--- src/rtl/pic_pkg.sv ---
// Shared types and register map for the priority interrupt controller.
// Assumes 3-bit priority levels, where the all-ones level means disabled.
package pic_pkg;
    localparam int LVL_W = 3;
    typedef logic [LVL_W-1:0] lvl_t;
    localparam lvl_t LVL_OFF = '1;

    typedef enum logic {SEQ_PASS, SEQ_HOLD} seq_t;

    localparam int REG_VEC  = 0;
    localparam int REG_MASK = 1;
    localparam int REG_BASE = 2;
    localparam int REG_SRC0 = 16;
endpackage

--- src/rtl/pic_pending.sv ---
// Pending latches. Edge-mode sources set a flag on a rising input and clear it
// on acknowledge. Level-mode sources pass the live input through.
// Assumes the inputs are already synchronous to clk.
module pic_pending #(
    parameter int NSRC  = 8,
    parameter int IDX_W = 3
) (
    input  logic             clk,
    input  logic             rst_n,
    input  logic [NSRC-1:0]  src_in,
    input  logic [NSRC-1:0]  src_lvlmode,
    input  logic             ack,
    input  logic [IDX_W-1:0] acc_idx,
    output logic [NSRC-1:0]  eff
);
    logic [NSRC-1:0] src_prev;
    logic [NSRC-1:0] pend;

    // Remember the previous input sample for edge detection.
    always_ff @(posedge clk) begin
        if (!rst_n) src_prev <= '0;
        else        src_prev <= src_in;
    end

    for (genvar i = 0; i < NSRC; i++) begin : g_src
        logic clr;
        assign clr = ack && (acc_idx == IDX_W'(i));

        // Edge flag: a new rise wins over a clear in the same cycle.
        always_ff @(posedge clk) begin
            if (!rst_n)              pend[i] <= 1'b0;
            else if (src_lvlmode[i]) pend[i] <= 1'b0;
            else                     pend[i] <= (src_in[i] && !src_prev[i]) || (pend[i] && !clr);
        end

        // Effective request seen by the resolver.
        assign eff[i] = src_lvlmode[i] ? src_in[i] : pend[i];
    end
endmodule

--- src/rtl/pic_resolver.sv ---
// Priority resolution and pass sequencer. A pass lasts RES_CYCLES cycles and
// its last cycle picks the winner: lowest level, then lowest index, among
// sources whose level is below the mask. The request is held until a restart.
module pic_resolver
    import pic_pkg::*;
#(
    parameter int NSRC       = 8,
    parameter int IDX_W      = 3,
    parameter int VEC_W      = 16,
    parameter int RES_CYCLES = 2
) (
    input  logic                  clk,
    input  logic                  rst_n,
    input  logic [NSRC-1:0]       eff,
    input  lvl_t [NSRC-1:0]       src_lvl,
    input  lvl_t                  mask,
    input  logic [VEC_W-1:0]      base,
    input  logic                  restart,
    output logic                  irq,
    output logic [IDX_W-1:0]      acc_idx,
    output lvl_t                  acc_level,
    output logic [VEC_W-1:0]      vector
);
    localparam int CNT_W = (RES_CYCLES > 1) ? $clog2(RES_CYCLES) : 1;
    localparam logic [CNT_W-1:0] CNT_LAST = CNT_W'(RES_CYCLES - 1);

    seq_t             state;
    logic [CNT_W-1:0] cnt;
    logic             found;
    lvl_t             best_lvl;
    logic [IDX_W-1:0] best_idx;

    // Pick the best eligible source; strict compare keeps the lowest index on ties.
    always_comb begin
        found    = 1'b0;
        best_lvl = LVL_OFF;
        best_idx = '0;
        for (int i = 0; i < NSRC; i++) begin
            if (eff[i] && (src_lvl[i] < mask) && (!found || (src_lvl[i] < best_lvl))) begin
                found    = 1'b1;
                best_lvl = src_lvl[i];
                best_idx = IDX_W'(i);
            end
        end
    end

    // Pass sequencer: count, capture at the last cycle, then hold the request.
    always_ff @(posedge clk) begin
        if (!rst_n) begin
            state     <= SEQ_PASS;
            cnt       <= '0;
            irq       <= 1'b0;
            acc_idx   <= '0;
            acc_level <= LVL_OFF;
            vector    <= '0;
        end else if (restart) begin
            state <= SEQ_PASS;
            cnt   <= '0;
            irq   <= 1'b0;
        end else if (state == SEQ_PASS) begin
            if (cnt == CNT_LAST) begin
                cnt <= '0;
                if (found) begin
                    state     <= SEQ_HOLD;
                    irq       <= 1'b1;
                    acc_idx   <= best_idx;
                    acc_level <= best_lvl;
                    vector    <= base + VEC_W'({best_idx, 2'b00});
                end
            end else begin
                cnt <= cnt + 1'b1;
            end
        end
    end
endmodule

--- src/rtl/pic_regs.sv ---
// Register bus decode with access side effects. A vector read while the request
// is high is the acknowledge. A mask write restarts resolution.
// Assumes single-cycle strobes and never a read and a write in the same cycle.
module pic_regs
    import pic_pkg::*;
#(
    parameter int NSRC   = 8,
    parameter int ADDR_W = 5,
    parameter int VEC_W  = 16
) (
    input  logic              clk,
    input  logic              rst_n,
    input  logic              bus_rd,
    input  logic              bus_wr,
    input  logic [ADDR_W-1:0] bus_addr,
    input  logic [VEC_W-1:0]  bus_wdata,
    output logic [VEC_W-1:0]  bus_rdata,
    input  logic              irq_q,
    input  lvl_t              acc_level,
    input  logic [VEC_W-1:0]  vector,
    output lvl_t              mask,
    output logic [VEC_W-1:0]  base,
    output lvl_t [NSRC-1:0]   src_lvl,
    output logic [NSRC-1:0]   src_lvlmode,
    output logic              ack,
    output logic              mask_wr
);
    logic            hit_vec, hit_mask, hit_base;
    logic [NSRC-1:0] cfg_hit;

    assign hit_vec  = (bus_addr == ADDR_W'(REG_VEC));
    assign hit_mask = (bus_addr == ADDR_W'(REG_MASK));
    assign hit_base = (bus_addr == ADDR_W'(REG_BASE));
    assign ack      = bus_rd && hit_vec && irq_q;
    assign mask_wr  = bus_wr && hit_mask;

    // Mask: software write, or the accepted level on acknowledge.
    always_ff @(posedge clk) begin
        if (!rst_n)       mask <= LVL_OFF;
        else if (mask_wr) mask <= bus_wdata[LVL_W-1:0];
        else if (ack)     mask <= acc_level;
    end

    // Vector base register.
    always_ff @(posedge clk) begin
        if (!rst_n)                  base <= '0;
        else if (bus_wr && hit_base) base <= bus_wdata;
    end

    for (genvar i = 0; i < NSRC; i++) begin : g_cfg
        assign cfg_hit[i] = (bus_addr == ADDR_W'(REG_SRC0 + i));

        // Per-source level and recognition mode.
        always_ff @(posedge clk) begin
            if (!rst_n) begin
                src_lvl[i]     <= LVL_OFF;
                src_lvlmode[i] <= 1'b0;
            end else if (bus_wr && cfg_hit[i]) begin
                src_lvl[i]     <= bus_wdata[LVL_W-1:0];
                src_lvlmode[i] <= bus_wdata[LVL_W];
            end
        end
    end

    // Read multiplexer; unmapped addresses read zero.
    always_comb begin
        bus_rdata = '0;
        if (hit_vec)       bus_rdata = vector;
        else if (hit_mask) bus_rdata = VEC_W'(mask);
        else if (hit_base) bus_rdata = base;
        for (int i = 0; i < NSRC; i++) begin
            if (cfg_hit[i]) bus_rdata = VEC_W'({src_lvlmode[i], src_lvl[i]});
        end
    end
endmodule

--- src/rtl/pic_top.sv ---
// Priority interrupt controller top. It ties the pending latches, the resolver
// and the register file together. Restart is an acknowledge or a mask write.
module pic_top
    import pic_pkg::*;
#(
    parameter int NSRC       = 8,
    parameter int ADDR_W     = 5,
    parameter int VEC_W      = 16,
    parameter int RES_CYCLES = 2
) (
    input  logic              clk,
    input  logic              rst_n,
    input  logic [NSRC-1:0]   irq_src,
    input  logic              bus_rd,
    input  logic              bus_wr,
    input  logic [ADDR_W-1:0] bus_addr,
    input  logic [VEC_W-1:0]  bus_wdata,
    output logic [VEC_W-1:0]  bus_rdata,
    output logic              irq_o
);
    localparam int IDX_W = (NSRC > 1) ? $clog2(NSRC) : 1;

    logic [NSRC-1:0]  eff;
    lvl_t [NSRC-1:0]  src_lvl;
    logic [NSRC-1:0]  src_lvlmode;
    lvl_t             mask;
    lvl_t             acc_level;
    logic [IDX_W-1:0] acc_idx;
    logic [VEC_W-1:0] base;
    logic [VEC_W-1:0] vec_q;
    logic             ack;
    logic             mask_wr;
    logic             restart;

    assign restart = ack || mask_wr;

    pic_regs #(.NSRC(NSRC), .ADDR_W(ADDR_W), .VEC_W(VEC_W)) u_regs (
        .clk(clk), .rst_n(rst_n), .bus_rd(bus_rd), .bus_wr(bus_wr),
        .bus_addr(bus_addr), .bus_wdata(bus_wdata), .bus_rdata(bus_rdata),
        .irq_q(irq_o), .acc_level(acc_level), .vector(vec_q),
        .mask(mask), .base(base), .src_lvl(src_lvl), .src_lvlmode(src_lvlmode),
        .ack(ack), .mask_wr(mask_wr)
    );

    pic_pending #(.NSRC(NSRC), .IDX_W(IDX_W)) u_pend (
        .clk(clk), .rst_n(rst_n), .src_in(irq_src), .src_lvlmode(src_lvlmode),
        .ack(ack), .acc_idx(acc_idx), .eff(eff)
    );

    pic_resolver #(.NSRC(NSRC), .IDX_W(IDX_W), .VEC_W(VEC_W), .RES_CYCLES(RES_CYCLES)) u_res (
        .clk(clk), .rst_n(rst_n), .eff(eff), .src_lvl(src_lvl), .mask(mask),
        .base(base), .restart(restart), .irq(irq_o), .acc_idx(acc_idx),
        .acc_level(acc_level), .vector(vec_q)
    );
endmodule

--- config.mk ---
export PLATFORM = sky130hd
export DESIGN_NAME = pic_top
export DESIGN_NICKNAME = d
export VERILOG_FILES = /design/src/rtl/pic_pkg.sv /design/src/rtl/pic_pending.sv /design/src/rtl/pic_resolver.sv /design/src/rtl/pic_regs.sv /design/src/rtl/pic_top.sv
export SDC_FILE = /design/constraint.sdc
export NUM_CORES = 1
export LEC_CHECK = 0
export ABC_AREA = 1
export BUFFER_PORTS_ARGS = -buffer_cell sky130_fd_sc_hd__buf_2
export CAP_MARGIN = 20
export CELL_PAD_IN_SITES_DETAIL_PLACEMENT = 1
export CELL_PAD_IN_SITES_GLOBAL_PLACEMENT = 1
export CORE_MARGIN = 4
export CORE_UTILIZATION = 47
export DETAILED_ROUTE_END_ITERATION = 8
export PLACE_DENSITY_LB_ADDON = 0.1
export SLEW_MARGIN = 15
export SYNTH_ARGS = -nofsm -noshare
export SYNTH_HDL_FRONTEND = slang
export SYNTH_SLANG_ARGS = --single-unit
--- constraint.sdc ---
create_clock -name clk -period 15.2 [get_ports clk]
set_input_delay 0.76 -clock clk [delete_from_list [all_inputs] [get_ports clk]]
set_output_delay 0.76 -clock clk [all_outputs]
set_load 0.005 [all_outputs]
==> flow_summary.json <==
{
  "status": "finished, final reports clean",
  "io_buffers": 49,
  "synthDistinctLibCells": 36,
  "synth-seq-cells": 92,
  "critPathLaunchType": "flip-flop",
  "pwr-share-comb_pct": 11.8,
  "p_leak_nw": 2.848,
  "hold_path_class": "reg2reg",
  "synthCells": 779,
  "cp_common_cell": "nand2_1",
  "switching_power_uw": 148.6,
  "grt_pass1_wl_mm": 28.88,
  "firstDrtPassIters": 5,
  "area.sequential_um2": 1842,
  "avgViaCountPerCell": 5.676,
  "clk_pin_slew_ps": 70,
  "start_util_pct": 48.99,
  "yosysTopAreaCell": "dfxtp_1",
  "peakVddDrop_mv": 0.07558,
  "slowest_delay_ps": 370,
  "crit_arrival_ps": 10610,
  "cts_root_buf": "clkbuf_16",
  "drt-initial-drc-count": 370,
  "htreeDepth": 3,
  "num_rows": 38,
  "maxSlewViolCount": 0,
  "endpoint_kind": "flip-flop",
  "grt_pass1_vias": 5785,
  "die_height_um": 115.5,
  "nFillCells": 1490,
  "r2r_cells": 74,
  "drive_gt1_share_pct": 12.95,
  "synth-adder-area-share_pct": 7.054,
  "core_um2": 11080,
  "fp.dieW_um": 115.5,
  "synth_edf_count": 0,
  "synth_compound_area_share_pct": 19.06,
  "placed_cells": 948,
  "antenna-diode-count": 0,
  "hold_depth": 2,
  "drc": 0,
  "dr_total_vias": 5483,
  "ys.flop_type": "dfxtp_1",
  "clock_latency_ps": 350,
  "cpMaxStageDelayCell": "o21ai_0",
  "synthArstFlopShare_pct": 0,
  "num-nets-final": 884,
  "cts_resized": 0,
  "rsz0062_at_grt": "no",
  "routabilityCongestion": 0.9441,
  "grt_max_degree": 64,
  "crit_required_ps": 15490,
  "fmax_mhz": 96.85,
  "antenna_found_initial": 0,
  "p_int_uw": 427.7,
  "crit_fanout": 9,
  "p_per_area_nw_per_um2": 94.17,
  "synth_area_leaders": "dfxtp_1, nand2_1, inv_1",
  "yosysWarnings": 0,
  "drv_cap": 0,
  "final_hold_viol_count": 0,
  "finalCritPeriodShare_pct": 67.93,
  "synth-simple-area-share_pct": 27.09,
  "syn_area_um2": 5428,
  "dp_hpwl_mm": 12.94,
  "skew_ps": 6.780,
  "ys_seq_area_share_pct": 33.93,
  "pwr-share-clk_pct": 43.6,
  "area_delta_synth_final_pct": 12.75,
  "antenna_left": 0,
  "synth_top_family_by_area": "simple AND/OR/NAND/NOR gates",
  "crit_type": "reg2reg",
  "die_area_um2": 13330,
  "switching_share_pct": 25.78,
  "seqPwrFrac_pct": 44.6,
  "yosysTopAreaCellShare_pct": 33.93,
  "synth-xor-area-share_pct": 1.452,
  "grt_usage_pct": 28.00,
  "setup_tns_ps": 0,
  "cts_buffers": 9,
  "grt.overflow.total": 0,
  "multi_input_area_um2": 3013,
  "slew_headroom_pct": 37.90,
  "final_cell_count_no_fill": 966,
  "fin_crit_ps": 10330,
  "setup_viol": 0,
  "cts_sinks": 92,
  "clock_path_buffers": 2,
  "worst_pin_slew_ps": 929.3,
  "wirelength_mm": 17.92,
  "io_pins": 50,
  "wl_per_cell_um": 18.55,
  "syn-num-nets": 842,
  "synthMuxAreaShare_pct": 0.7377,
  "cts_tree": "done",
  "hold_buffers": 0,
  "post_cts_buffers": 0,
  "synth_area_per_cell_um2": 6.968
}
==> per-layer routing <==
metal  vias to the layer above  track usage (%)  wire, um
li1                       2663                -         -
met1                      2638            35.92      8001
met2                       138            47.53      8586
met3                        44            3.916       773
met4                         0            11.19       557
met5                         -                0         0
==> sequential cells by signal, summed over array words and instances, names as in the netlist <==
register / count
u_regs.base: 16
u_regs.mask: 3
u_pend.src_prev: 8
u_res.acc_level: 3
u_regs.src_lvlmode: 8
u_res.state: 1
u_res.acc_idx: 3
u_regs.src_lvl: 24
u_pend.pend: 8
u_res.irq: 1
u_res.vector: 16
u_res.cnt: 1
==> power groups by stage <==
stage | Clock, mW | Sequential (mW) | Combinational (mW)
6_report | 0.251 | 0.257 | 0.0677
5_1_grt | 0.268 | 0.258 | 0.0757
4_1_cts | 0.256 | 0.257 | 0.0664
3_5_place_dp | 0 | 0.262 | 0.0653
3_3_place_gp | 0 | 0.262 | 0.0617
2_1_floorplan | 0 | 0.261 | 0.0454
==> cells in the final DEF, fill, tap and decap left out, drive strengths merged <==
cell type	Yosys	final
a2111oi	4	4
a211oi	3	3
a21oi	78	78
a221oi	1	1
a22oi	4	4
buf	3	52
bufinv	0	2
clkbuf	18	14
clkinv	5	6
dfxtp	92	92
fa	1	1
ha	29	29
inv	120	120
mux2i	4	4
nand2	168	168
nand3	59	59
nand4	12	12
nor2	54	54
nor3	17	17
o2111a	2	2
o2111ai	3	3
o211ai	11	11
o21ai	62	62
o22ai	14	14
or2	5	5
xnor2	1	1
xor2	8	8
==> cells in the mapped netlist, types with 3 or more instances <==
master     instances
dfxtp_1           92
o22ai_1           14
a2111oi_0          3
clkbuf_1          17
nand3_2            7
o21ai_0           62
nand3_1           52
nand2_4            9
nand2_2           13
inv_2              3
nand2_1          146
mux2i_1            4
nand4_1           12
a21oi_1           78
a211oi_1           3
xor2_1             8
or2_2              5
nor2_1            52
inv_1            117
nor3_1            17
o2111ai_1          3
o211ai_1          11
clkinv_1           5
ha_1              29
a22oi_1            4
==> cells by family (layout without fill, tap and decap cells) <==
kind of cell | after synthesis | after routing
DFF | 92 | 92
xor gates and xnor gates | 9 | 9
muxes | 4 | 4
AOI/OAI and AO/OA | 182 | 182
buffers and inverters | 147 | 194
adders and majority gates | 30 | 30
and+or+nand+nor | 315 | 315
==> per-stage QoR <==
| step | hold slack [ps] | utilization, % | area, um^2 | worst slack [ps] | total power [mW] |
|---|---|---|---|---|---|
| after floorplan | 423.4 | - | 5428 | 6632 | 0.3060 |
| after global placement | 442.9 | 51.98 | 5758 | 5643 | 0.3237 |
| after detailed placement | 460.6 | 51.98 | 5758 | 4941 | 0.3278 |
| after CTS | 478.0 | 54.95 | 6087 | 4809 | 0.5794 |
| after global routing | 500.9 | 55.24 | 6120 | 3687 | 0.6018 |
| final | 475.3 | 55.24 | 6120 | 4875 | 0.5763 |
==> worst paths after layout <==
| kind | startpoint | endpoint | slack [ps] |
|---|---|---|---|
| worst max-delay path | u_regs.mask[2] | u_res.vector[14] | 4870 |
| worst max register to register | u_regs.mask[2] | u_res.vector[14] | 4870 |
| worst min-delay path | u_res.vector[3] | u_res.vector[3] | 480 |
| worst min register to register | u_res.vector[3] | u_res.vector[3] | 480 |
==> worst max-delay path: cells and delay by family (launching register included) <==
| kind | cells | cell delay [ps] |
|---|---|---|
| adder cells (fa/ha/maj) | 10 | 2810 |
| buffers and inverters | 8 | 710 |
| AND/OR/NAND/NOR | 46 | 4150 |
| flip-flops | 1 | 320 |
| AO/OA/AOI/OAI | 9 | 2100 |
| XOR/XNOR | 1 | 160 |
==> layout make-up <==
| type | count | share of cell area, % |
|---|---|---|
| Multi-Input combinational cell | 540 | 49.23 |
| Clock inverter | 3 | 1.125 |
| Inverter | 125 | 7.667 |
| Tap cell | 140 | 2.862 |
| Clock buffer | 13 | 4.253 |
| Sequential cell | 92 | 30.10 |
| Timing Repair Buffer | 53 | 4.764 |
Power figures use the tool's default switching activity.
